--- src/rtl/i2cs_pkg.sv ---
package i2cs_pkg;

    localparam int I2CS_DW = 8;
    localparam int I2CS_AW = I2CS_DW - 1;

    typedef enum logic [3:0] {
        ST_IDLE,
        ST_ADDR,
        ST_AACK,
        ST_RX,
        ST_RACK,
        ST_HOLD,
        ST_TXSU,
        ST_TX,
        ST_TACK
    } i2cs_state_t;

    typedef struct packed {
        logic start;
        logic stop;
        logic data;
        logic read;
        logic full;
        logic wcol;
        logic ovf;
        logic irq;
    } i2cs_flags_t;

    function automatic logic addr_hit(input logic [I2CS_DW-1:0] rx_byte,
                                      input logic [I2CS_AW-1:0] mine);
        return rx_byte[I2CS_DW-1:1] == mine;
    endfunction

endpackage

--- src/rtl/i2cs_sync.sv ---
module i2cs_sync #(
    parameter int STAGES = 2
) (
    input  logic clk,
    input  logic rst,
    input  logic din,
    output logic lvl,
    output logic prv
);
    logic [STAGES:0] sh;

    always_ff @(posedge clk) begin
        if (rst) sh <= '1;
        else     sh <= {sh[STAGES-1:0], din};
    end

    assign lvl = sh[STAGES-1];
    assign prv = sh[STAGES];
endmodule

--- src/rtl/i2cs_cond.sv ---
module i2cs_cond (
    input  logic scl_lvl,
    input  logic scl_prv,
    input  logic sda_lvl,
    input  logic sda_prv,
    output logic scl_rise,
    output logic scl_fall,
    output logic start_det,
    output logic stop_det
);
    logic scl_steady_hi;

    assign scl_steady_hi = scl_lvl & scl_prv;
    assign scl_rise      = scl_lvl & ~scl_prv;
    assign scl_fall      = ~scl_lvl & scl_prv;
    assign start_det     = scl_steady_hi & sda_prv & ~sda_lvl;
    assign stop_det      = scl_steady_hi & ~sda_prv & sda_lvl;
endmodule

--- src/rtl/i2c_slave_sf.sv ---
module i2c_slave_sf
    import i2cs_pkg::*;
#(
    parameter logic [I2CS_AW-1:0] OWN_ADDR    = 7'h2A,
    parameter int                 SYNC_STAGES = 2,
    parameter int                 SETUP_CYC   = 4
) (
    input  logic               clk,
    input  logic               rst,
    input  logic               scl_i,
    input  logic               sda_i,
    output logic               scl_drive_low,
    output logic               sda_drive_low,
    input  logic               buf_wr,
    input  logic [I2CS_DW-1:0] buf_wdata,
    input  logic               buf_rd,
    output logic [I2CS_DW-1:0] buf_rdata,
    input  logic               ckp_set,
    input  logic               irq_clr,
    input  logic               err_clr,
    output logic               ckp,
    output logic               f_start,
    output logic               f_stop,
    output logic               f_data,
    output logic               f_read,
    output logic               f_full,
    output logic               f_wcol,
    output logic               f_ovf,
    output logic               f_irq
);
    localparam int CW  = $clog2(I2CS_DW + 1);
    localparam int SUW = $clog2(SETUP_CYC + 1);
    localparam logic [CW-1:0]  BITS_DONE = CW'(I2CS_DW);
    localparam logic [CW-1:0]  LAST_TX   = CW'(I2CS_DW - 1);
    localparam logic [SUW-1:0] SU_LOAD   = SUW'(SETUP_CYC);

    // line 0 = SCL, line 1 = SDA
    logic [1:0] line_in, line_lvl, line_prv;
    logic scl_rise, scl_fall, start_det, stop_det;

    assign line_in = {sda_i, scl_i};

    genvar g;
    generate
        for (g = 0; g < 2; g++) begin : g_sync
            i2cs_sync #(.STAGES(SYNC_STAGES)) u_sync (
                .clk (clk),
                .rst (rst),
                .din (line_in[g]),
                .lvl (line_lvl[g]),
                .prv (line_prv[g])
            );
        end
    endgenerate

    i2cs_cond u_cond (
        .scl_lvl   (line_lvl[0]),
        .scl_prv   (line_prv[0]),
        .sda_lvl   (line_lvl[1]),
        .sda_prv   (line_prv[1]),
        .scl_rise  (scl_rise),
        .scl_fall  (scl_fall),
        .start_det (start_det),
        .stop_det  (stop_det)
    );

    i2cs_state_t        st;
    i2cs_flags_t        fl;
    logic [CW-1:0]      cnt;
    logic [SUW-1:0]     su_cnt;
    logic [I2CS_DW-1:0] shreg;
    logic [I2CS_DW-1:0] bufr;
    logic               ack_q;
    logic               nak_q;
    logic               tx_busy;

    assign tx_busy = (st == ST_TX) || (st == ST_TXSU);

    always_ff @(posedge clk) begin
        if (rst) begin
            st     <= ST_IDLE;
            fl     <= '0;
            cnt    <= '0;
            su_cnt <= '0;
            shreg  <= '0;
            bufr   <= '0;
            ack_q  <= 1'b0;
            nak_q  <= 1'b0;
            ckp    <= 1'b1;
        end else begin
            // local-logic side; bus events below take precedence
            if (irq_clr) fl.irq <= 1'b0;
            if (err_clr) begin
                fl.wcol <= 1'b0;
                fl.ovf  <= 1'b0;
            end
            if (buf_rd) fl.full <= 1'b0;
            if (buf_wr) begin
                if (fl.full || tx_busy) begin
                    fl.wcol <= 1'b1;
                end else begin
                    bufr    <= buf_wdata;
                    fl.full <= 1'b1;
                end
            end
            if (ckp_set) ckp <= 1'b1;

            if (stop_det) begin
                fl.start <= 1'b0;
                fl.stop  <= 1'b1;
                st       <= ST_IDLE;
                ckp      <= 1'b1;
            end else if (start_det) begin
                fl.start <= 1'b1;
                fl.stop  <= 1'b0;
                st       <= ST_ADDR;
                cnt      <= '0;
                ckp      <= 1'b1;
            end else begin
                case (st)
                    ST_ADDR: begin
                        if (scl_rise) begin
                            shreg <= {shreg[I2CS_DW-2:0], line_lvl[1]};
                            cnt   <= cnt + 1'b1;
                        end else if (scl_fall && cnt == BITS_DONE) begin
                            if (addr_hit(shreg, OWN_ADDR)) begin
                                bufr    <= shreg;
                                fl.full <= 1'b1;
                                fl.data <= 1'b0;
                                fl.read <= shreg[0];
                                fl.irq  <= 1'b1;
                                st      <= ST_AACK;
                            end else begin
                                st <= ST_IDLE;
                            end
                        end
                    end
                    ST_AACK: begin
                        if (scl_fall) begin
                            if (fl.read) begin
                                st  <= ST_HOLD;
                                ckp <= 1'b0;
                            end else begin
                                st  <= ST_RX;
                                cnt <= '0;
                            end
                        end
                    end
                    ST_RX: begin
                        if (scl_rise) begin
                            shreg <= {shreg[I2CS_DW-2:0], line_lvl[1]};
                            cnt   <= cnt + 1'b1;
                        end else if (scl_fall && cnt == BITS_DONE) begin
                            if (!fl.full) begin
                                bufr    <= shreg;
                                fl.full <= 1'b1;
                                fl.data <= 1'b1;
                                fl.read <= 1'b0;
                                ack_q   <= 1'b1;
                            end else begin
                                fl.ovf <= 1'b1;
                                ack_q  <= 1'b0;
                            end
                            fl.irq <= 1'b1;
                            st     <= ST_RACK;
                        end
                    end
                    ST_RACK: begin
                        if (scl_fall) begin
                            st    <= ST_RX;
                            cnt   <= '0;
                            ack_q <= 1'b0;
                        end
                    end
                    ST_HOLD: begin
                        if (ckp) begin
                            shreg  <= bufr;
                            su_cnt <= SU_LOAD;
                            st     <= ST_TXSU;
                        end
                    end
                    ST_TXSU: begin
                        if (su_cnt == '0) begin
                            st  <= ST_TX;
                            cnt <= '0;
                        end else begin
                            su_cnt <= su_cnt - 1'b1;
                        end
                    end
                    ST_TX: begin
                        if (scl_fall) begin
                            shreg <= {shreg[I2CS_DW-2:0], 1'b0};
                            cnt   <= cnt + 1'b1;
                            if (cnt == LAST_TX) begin
                                fl.full <= 1'b0;
                                fl.data <= 1'b1;
                                st      <= ST_TACK;
                            end
                        end
                    end
                    ST_TACK: begin
                        if (scl_rise) begin
                            nak_q <= line_lvl[1];
                        end else if (scl_fall) begin
                            fl.irq <= 1'b1;
                            if (!nak_q) begin
                                st  <= ST_HOLD;
                                ckp <= 1'b0;
                            end else begin
                                st <= ST_IDLE;
                            end
                        end
                    end
                    default: ;
                endcase
            end
        end
    end

    assign sda_drive_low = (st == ST_AACK)
                         | ((st == ST_RACK) & ack_q)
                         | (tx_busy & ~shreg[I2CS_DW-1]);
    assign scl_drive_low = (st == ST_HOLD) | (st == ST_TXSU);

    assign buf_rdata = bufr;
    assign f_start   = fl.start;
    assign f_stop    = fl.stop;
    assign f_data    = fl.data;
    assign f_read    = fl.read;
    assign f_full    = fl.full;
    assign f_wcol    = fl.wcol;
    assign f_ovf     = fl.ovf;
    assign f_irq     = fl.irq;
endmodule

--- config.mk ---
export PLATFORM = sky130hd
export DESIGN_NAME = i2c_slave_sf
export DESIGN_NICKNAME = d
export VERILOG_FILES = /design/src/rtl/i2cs_pkg.sv /design/src/rtl/i2cs_sync.sv /design/src/rtl/i2cs_cond.sv /design/src/rtl/i2c_slave_sf.sv
export SDC_FILE = /design/constraint.sdc
export NUM_CORES = 1
export LEC_CHECK = 0
export CAP_MARGIN = 25
export CORE_AREA = 5 5 79 81
export DETAILED_ROUTE_END_ITERATION = 8
export DIE_AREA = 0 0 84 86
export DONT_BUFFER_PORTS = 1
export HOLD_SLACK_MARGIN = 0.08
export MAX_ROUTING_LAYER = met4
export PLACE_DENSITY = 0.66
export SYNTH_ARGS = -nofsm -noshare
export SYNTH_HDL_FRONTEND = slang
export SYNTH_SLANG_ARGS = --single-unit
--- constraint.sdc ---
create_clock -name clk -period 1.8 [get_ports clk]
set_clock_uncertainty 0.1 [all_clocks]
set_input_delay 0.36 -clock clk [delete_from_list [all_inputs] [get_ports clk]]
set_output_delay 0.36 -clock clk [all_outputs]
set_load 0.02 [all_outputs]
Word level (Yosys, flattened, before mapping). Index checks and enable logic that the tools add are counted.

Flip-flop bits (word level): 44. Input bits: 17. Output and inout port bits: 19. Logic and storage cells: 196.

$add $sub $neg: 2. Eq/ne operators: 41. Multiplexer cells: 90. Bitwise gates (word level): 19. Reduce and logical (&&, ||, !) cells: 25.

Operator list (number): two-way mux 8 bit (13); two-way mux 4 bit (19); != test 3 bit, second input constant (12); case mux 4 bit (8 select lines) (1); two-way mux 1 bit (30); two-way mux 3 bit (10); != test 2 bit, second input constant (14); AND reduction 13 bit (2); case mux 8 bit (3 select lines) (1); == test 4 x 3 -> 1 bit, second input constant (5); case mux 4 bit (5 select lines) (1); case mux 8 bit (2 select lines) (1); two-way mux 2 bit (7); AND reduction 6 bit (2); AND reduction 11 bit (1); AND 1 bit (9); case mux 1 bit (3 select lines) (3); AND reduction 9 bit (1); nonzero test 9 bit (1); == test 4 x 2 -> 1 bit, second input constant (2); == test 4 bit, second input constant (2); AND reduction 8 bit (1); nonzero test 2 bit (4); nonzero test 8 bit (1); other kinds (20) (34).

Depth between registers and ports, before layout.
Depth after elaboration: 11. Depth in mapped cells: 8. Depth with buffers taken out: 8.

By module. From an unflattened synthesis, not the netlist that was laid out.

Cell total of the unflattened synthesis: 335. Area, all modules: 2725.1 µm².

Modules (own cells, without submodules): i2c_slave_sf (instances 1, cells each 319, area each 2534.9 µm², seq. area each 760.7 µm²); i2cs_sync (instances 2, cells each 6, area each 78.8 µm², seq. area each 60.1 µm²); i2cs_cond (instances 1, cells each 4, area each 32.5 µm², seq. area each 0.0 µm²).

Least setup slack after synthesis. Ideal clock, no wire load.

Kind: flip-flop to flip-flop. Start: register su_cnt[0]. End: register cnt[3]. Library setup time: 70 ps. Arrival time: 1838 ps. Required time: 1630 ps. Path slack: -208 ps. Cell stages (with the launch flop): 9. Path buffers: 0. Clock period less this slack: 2008 ps. Cells stage by stage: dfxtp_1 -> inv_1 -> ha_1 -> ha_1 -> nand3b_1 -> a21oi_1 -> a2111o_1 -> or4b_1 -> a21boi_1.

Longest elaborated chain between the ends: 3.

Ends and longest elaborated chain: start, declared (line i2c_slave_sf.sv:70) `logic [SUW-1:0] su_cnt;`; start signal, assigned (line i2c_slave_sf.sv:187) `su_cnt <= su_cnt - 1'b1;`; logical NOT 3 bit (line i2c_slave_sf.sv:183) `if (su_cnt == '0) begin`; != test 3 bit (no source line); AND reduction 8 bit (no source line); end signal, assigned (line i2c_slave_sf.sv:124) `cnt <= cnt + 1'b1;`; end signal, assigned (line i2c_slave_sf.sv:152) `cnt <= cnt + 1'b1;`; end signal, assigned (line i2c_slave_sf.sv:193) `cnt <= cnt + 1'b1;`; end, declared (line i2c_slave_sf.sv:69) `logic [CW-1:0] cnt;`.

Every way passes these cells. A chain may end at the register's enable or synchronous reset.

Final worst setup path.
Start: register st[3]. End: register st[0].

Longest elaborated chain between the ends: 3. Elaborated cells between the ends (all ways): 24. Classes of those cells: 20 x eq/ne; 2 x mux; 2 x reduce/logical.

Ends and longest elaborated chain: start, declared (line i2c_slave_sf.sv:67) `i2cs_state_t st;`; start signal, assigned (line i2c_slave_sf.sv:81) `st <= ST_IDLE;`; start signal, assigned (line i2c_slave_sf.sv:111) `st <= ST_IDLE;`; start signal, assigned (line i2c_slave_sf.sv:116) `st <= ST_ADDR;`; == test 4 x 3 -> 1 bit, or another cell as far along (line i2c_slave_sf.sv:120) `case (st)`; nonzero test 9 bit (no source line), or another cell as far along; AND reduction 13 bit (no source line) or two-way mux 1 bit (tied branches).

Parallel ways exist; a longest one is shown, timed or not.

==> out/qor.csv <==
stage,metric,value,unit
run_status,outcome,finished with violations,
run_status,failed_checks,negative setup slack,
floorplan,die_w,84,um
setup_path,critPathArrivalTime,2.08,ns
final_layout,multi_input_area,1957,um^2
setup_path,critPathKind,reg2reg,
grt,met2_usage,0.4035,
grt,grt_pass1_wl,13620,um
floorplan,dieArea,7224,um^2
setup_path,cp_slowest_cell,or4bb_4,
synth,synthTopCellsByCount,"dfxtp_1 (44), nor2_1 (41), mux2i_1 (22)",
power,p_int,1.634,mW
grt,grtUsageMet3,0.04323,
drt,postRouteWirelength,9106,um
cts,cts.sinks,44,
setup_path,worstSetupStartpointType,register,
timing,final.setup.worst_slack,-0.1875,ns
final_layout,fin_nets,426,
floorplan,core_area,5405,um^2
final_layout,diodes,0,
final_layout,syn2layout_area_growth,52.34,%
timing,setup_viol,27,
synth,ys_warn_count,0,
power,pwr-share-comb,0.204,
final_layout,regArea,903.4,um^2
power,irDropWorstVdd,0.5302,mV
synth,ys_ff_latch,44,
run,maxCapViolations,0,
synth,yosysMostFrequentCell,dfxtp_1,
cts,ctsRootBufferMaster,clkbuf_8,
timing,tightestPinTransition,0.4264,ns
placed_design,io_buffers,0,
timing,fmax,503.1,MHz
placed_design,pre_cts_ws,-0.2784,ns
drt,viasPerCell,5.810,
timing,maxSlewViolCount,0,
timing,finalHoldViolCount,0,
power,seqPwrFrac,0.458,
cts,insertion_delay,0.31,ns
setup_path,crit_required,1.89,ns
grt,grt_overflow_total,0,
synth,async_flop_share,0,
grt,antenna_found_initial,0,
power,p_total,2.284,mW
power,p_sw,649.6,uW
setup_path,crit_path_max_fanout,8,
synth,synth_top_area_frac,0.3332,
timing,finalSetupTns,-2.005,ns
floorplan,initial_utilization,0.4891,
timing,relSlewSlack,0.7147,
synth,avgSynthCellArea,8.420,um^2
synth,syn_nets,335,
synth,synth_cells,314,
grt,met1_usage,0.2945,
synth,synth.area.top_cells,"dfxtp_1 (33%), mux2i_1 (8.3%), nor2_1 (5.8%)",
setup_path,rr_startpoint,st[3],
cts,cts_made_buffers,5,
placed_design,routabilityCongestion,0.9399,
power,swShare,0.2845,
floorplan,row_count,27,
grt,top_usage_layer,met2,
placed_design,dpl.hpwl,5759,um
setup_path,crit_buf_inv,1,
worst_hold_path,min_path_type,in2reg,
grt,grt_max_degree,35,
setup_path,cp_top_family,simple AND/OR/NAND/NOR gates,
timing,period_needed,1.988,ns
setup_path,reg2reg_to,st[0],
worst_hold_path,worstHoldPathCells,2,
synth,synth_cell_types,60,
drt,routedWlPerCell,19.05,um
final_layout,drive_gt1_frac,0.4754,
synth,synth_edf_count,0,
worst_hold_path,worstHoldStart,buf_wr,
floorplan,ios,36,
cts,path_clk_slew,0.09,ns
setup_path,crit_chain,buf_4 > or4bb_4 > nor2_4 > a2111oi_4 > nor4bb_2 > nor4_1,
drt,ant_nets,0,
grt,groute.usage.overall,0.2404,
setup_path,rrSetupSlack,-0.19,ns
timing,period_share,1.104,
synth,synth_area,2644,um^2
drt,drtIter0Drc,202,
drt,num_vias,2777,
final_layout,num-fill-cells,367,
setup_path,slowest_delay,0.57,ns
power,p_clk_frac,0.339,
worst_hold_path,hold_end,f_wcol,
drt,drtPass1Iterations,4,
synth,yosysTopAreaCell,dfxtp_1,
synth,synth-seq-area-share,0.3332,
setup_path,reg2reg_depth,6,
cts,htreeDepth,2,
floorplan,die_y,86,um
drt,drc_errors,0,
synth,synth_ff_type,dfxtp_1,
setup_path,worstSetupEndpointType,register,
timing,rsz0062_at_grt,true,
power,p_per_area,567.0,nW/um^2
cts,clockBufferDepth,2,
power,p_leak,1.602,nW
grt,grt_pass1_vias,2733,
cts,cts_tree,built,
layout by cell type, fill, tap and decap left out, types with 4 or more instances in the layout:
cell type   n
mux2i_2     4
mux2i_1    17
nor2_2      5
o21ai_0     6
nand4_1     5
clkbuf_8    5
nand3b_1    6
nor2b_1     6
ha_4        4
inv_2       4
dfxtp_4     5
nand3_1     6
a21oi_2     5
nand2b_1    7
inv_1      12
a21oi_1     6
buf_4      88
a2bb2oi_1   4
dfxtp_1    36
buf_6      12
a211oi_1    6
nor2_1     34
nor3_1      7
or2_2       6
nand2_1    19
metrics by stage:
step | instance area (um^2) | hold WS, ns | std cells | util
CTS | 3715 | 0.09616 | 468 | 0.6873
detailed placement | 3311 | 0.2977 | 447 | 0.6125
global route | 4028 | 0.09607 | 478 | 0.7451
finish | 4028 | 0.09825 | 478 | 0.7451
global placement | 3311 | 0.2941 | 447 | 0.6125
floorplan | 2699 | 0.2895 | 314 | -
layer usage:
metal / wire length, um / vias to the layer above / share of wire
met1: 3902 / 1345 / 0.43
met5: 0 / - / 0
met3: 469 / 19 / 0.052
met4: 186 / 0 / 0.020
li1: - / 1318 / -
met2: 4548 / 95 / 0.50
state kept, by name, indices dropped and copies added, names as in the netlist, 3 cells and up:
register,count
cnt,4
shreg,8
su_cnt,3
buf_rdata,8
st,4
g_sync.u_sync.sh,6
area by class of cell:
type / count / area share
clock buffer: 5 / 0.01709
clock inverter: 3 / 0.01056
multi-input combinational: 231 / 0.4859
inverter: 16 / 0.01491
sequential: 44 / 0.2243
tap: 72 / 0.02237
timing repair buffer: 107 / 0.2249
cells by family (layout without fill, tap and decap cells):
kind of cell / Yosys count / in the layout / share of synthesized area
AO/OA/AOI/OAI: 66 / 66 / 0.1888
AND/OR/NAND/NOR: 133 / 133 / 0.2769
flip-flops: 44 / 44 / 0.3332
adder cells (fa/ha/maj): 4 / 4 / 0.01893
multiplexers: 23 / 23 / 0.08755
XOR/XNOR: 5 / 5 / 0.01941
buffers and inverters: 39 / 131 / 0.07525
repair_timing:
item	4_1_cts	5_1_grt
hold buffers	3	0
setup buffers	11	10
pin swaps	14	18
resized for setup	50	47
hold endpoints to repair	34	0
cloned	0	1
setup endpoints to repair	34	34
worst register-to-register path, cell delays in order (launching register included):
cell and delay [ns]:
dfxtp_4 0.39, buf_4 0.18, or4bb_4 0.57, nor2_4 0.12, a2111oi_4 0.06, nor4bb_2 0.18
nor4_1 0.28
worst max-delay path by stage:
stage,from,to,cells after the start
2_1_floorplan,su_cnt[1],cnt[3],8
5_1_grt,su_cnt[1],cnt[3],8
3_5_place_dp,st[2],st[0],6
6_report,st[3],st[0],6
4_1_cts,st[0],st[0],6
3_3_place_gp,st[2],st[0],6
power groups by stage:
stage	Sequential, mW	Clock (mW)	Combinational (mW)
floorplan	1.06	0	0.238
global placement	1.07	0	0.344
detailed placement	1.07	0	0.351
CTS	1.04	0.787	0.396
global route	1.05	0.828	0.494
finish	1.05	0.773	0.465
(Power assumes the default switching activity.)
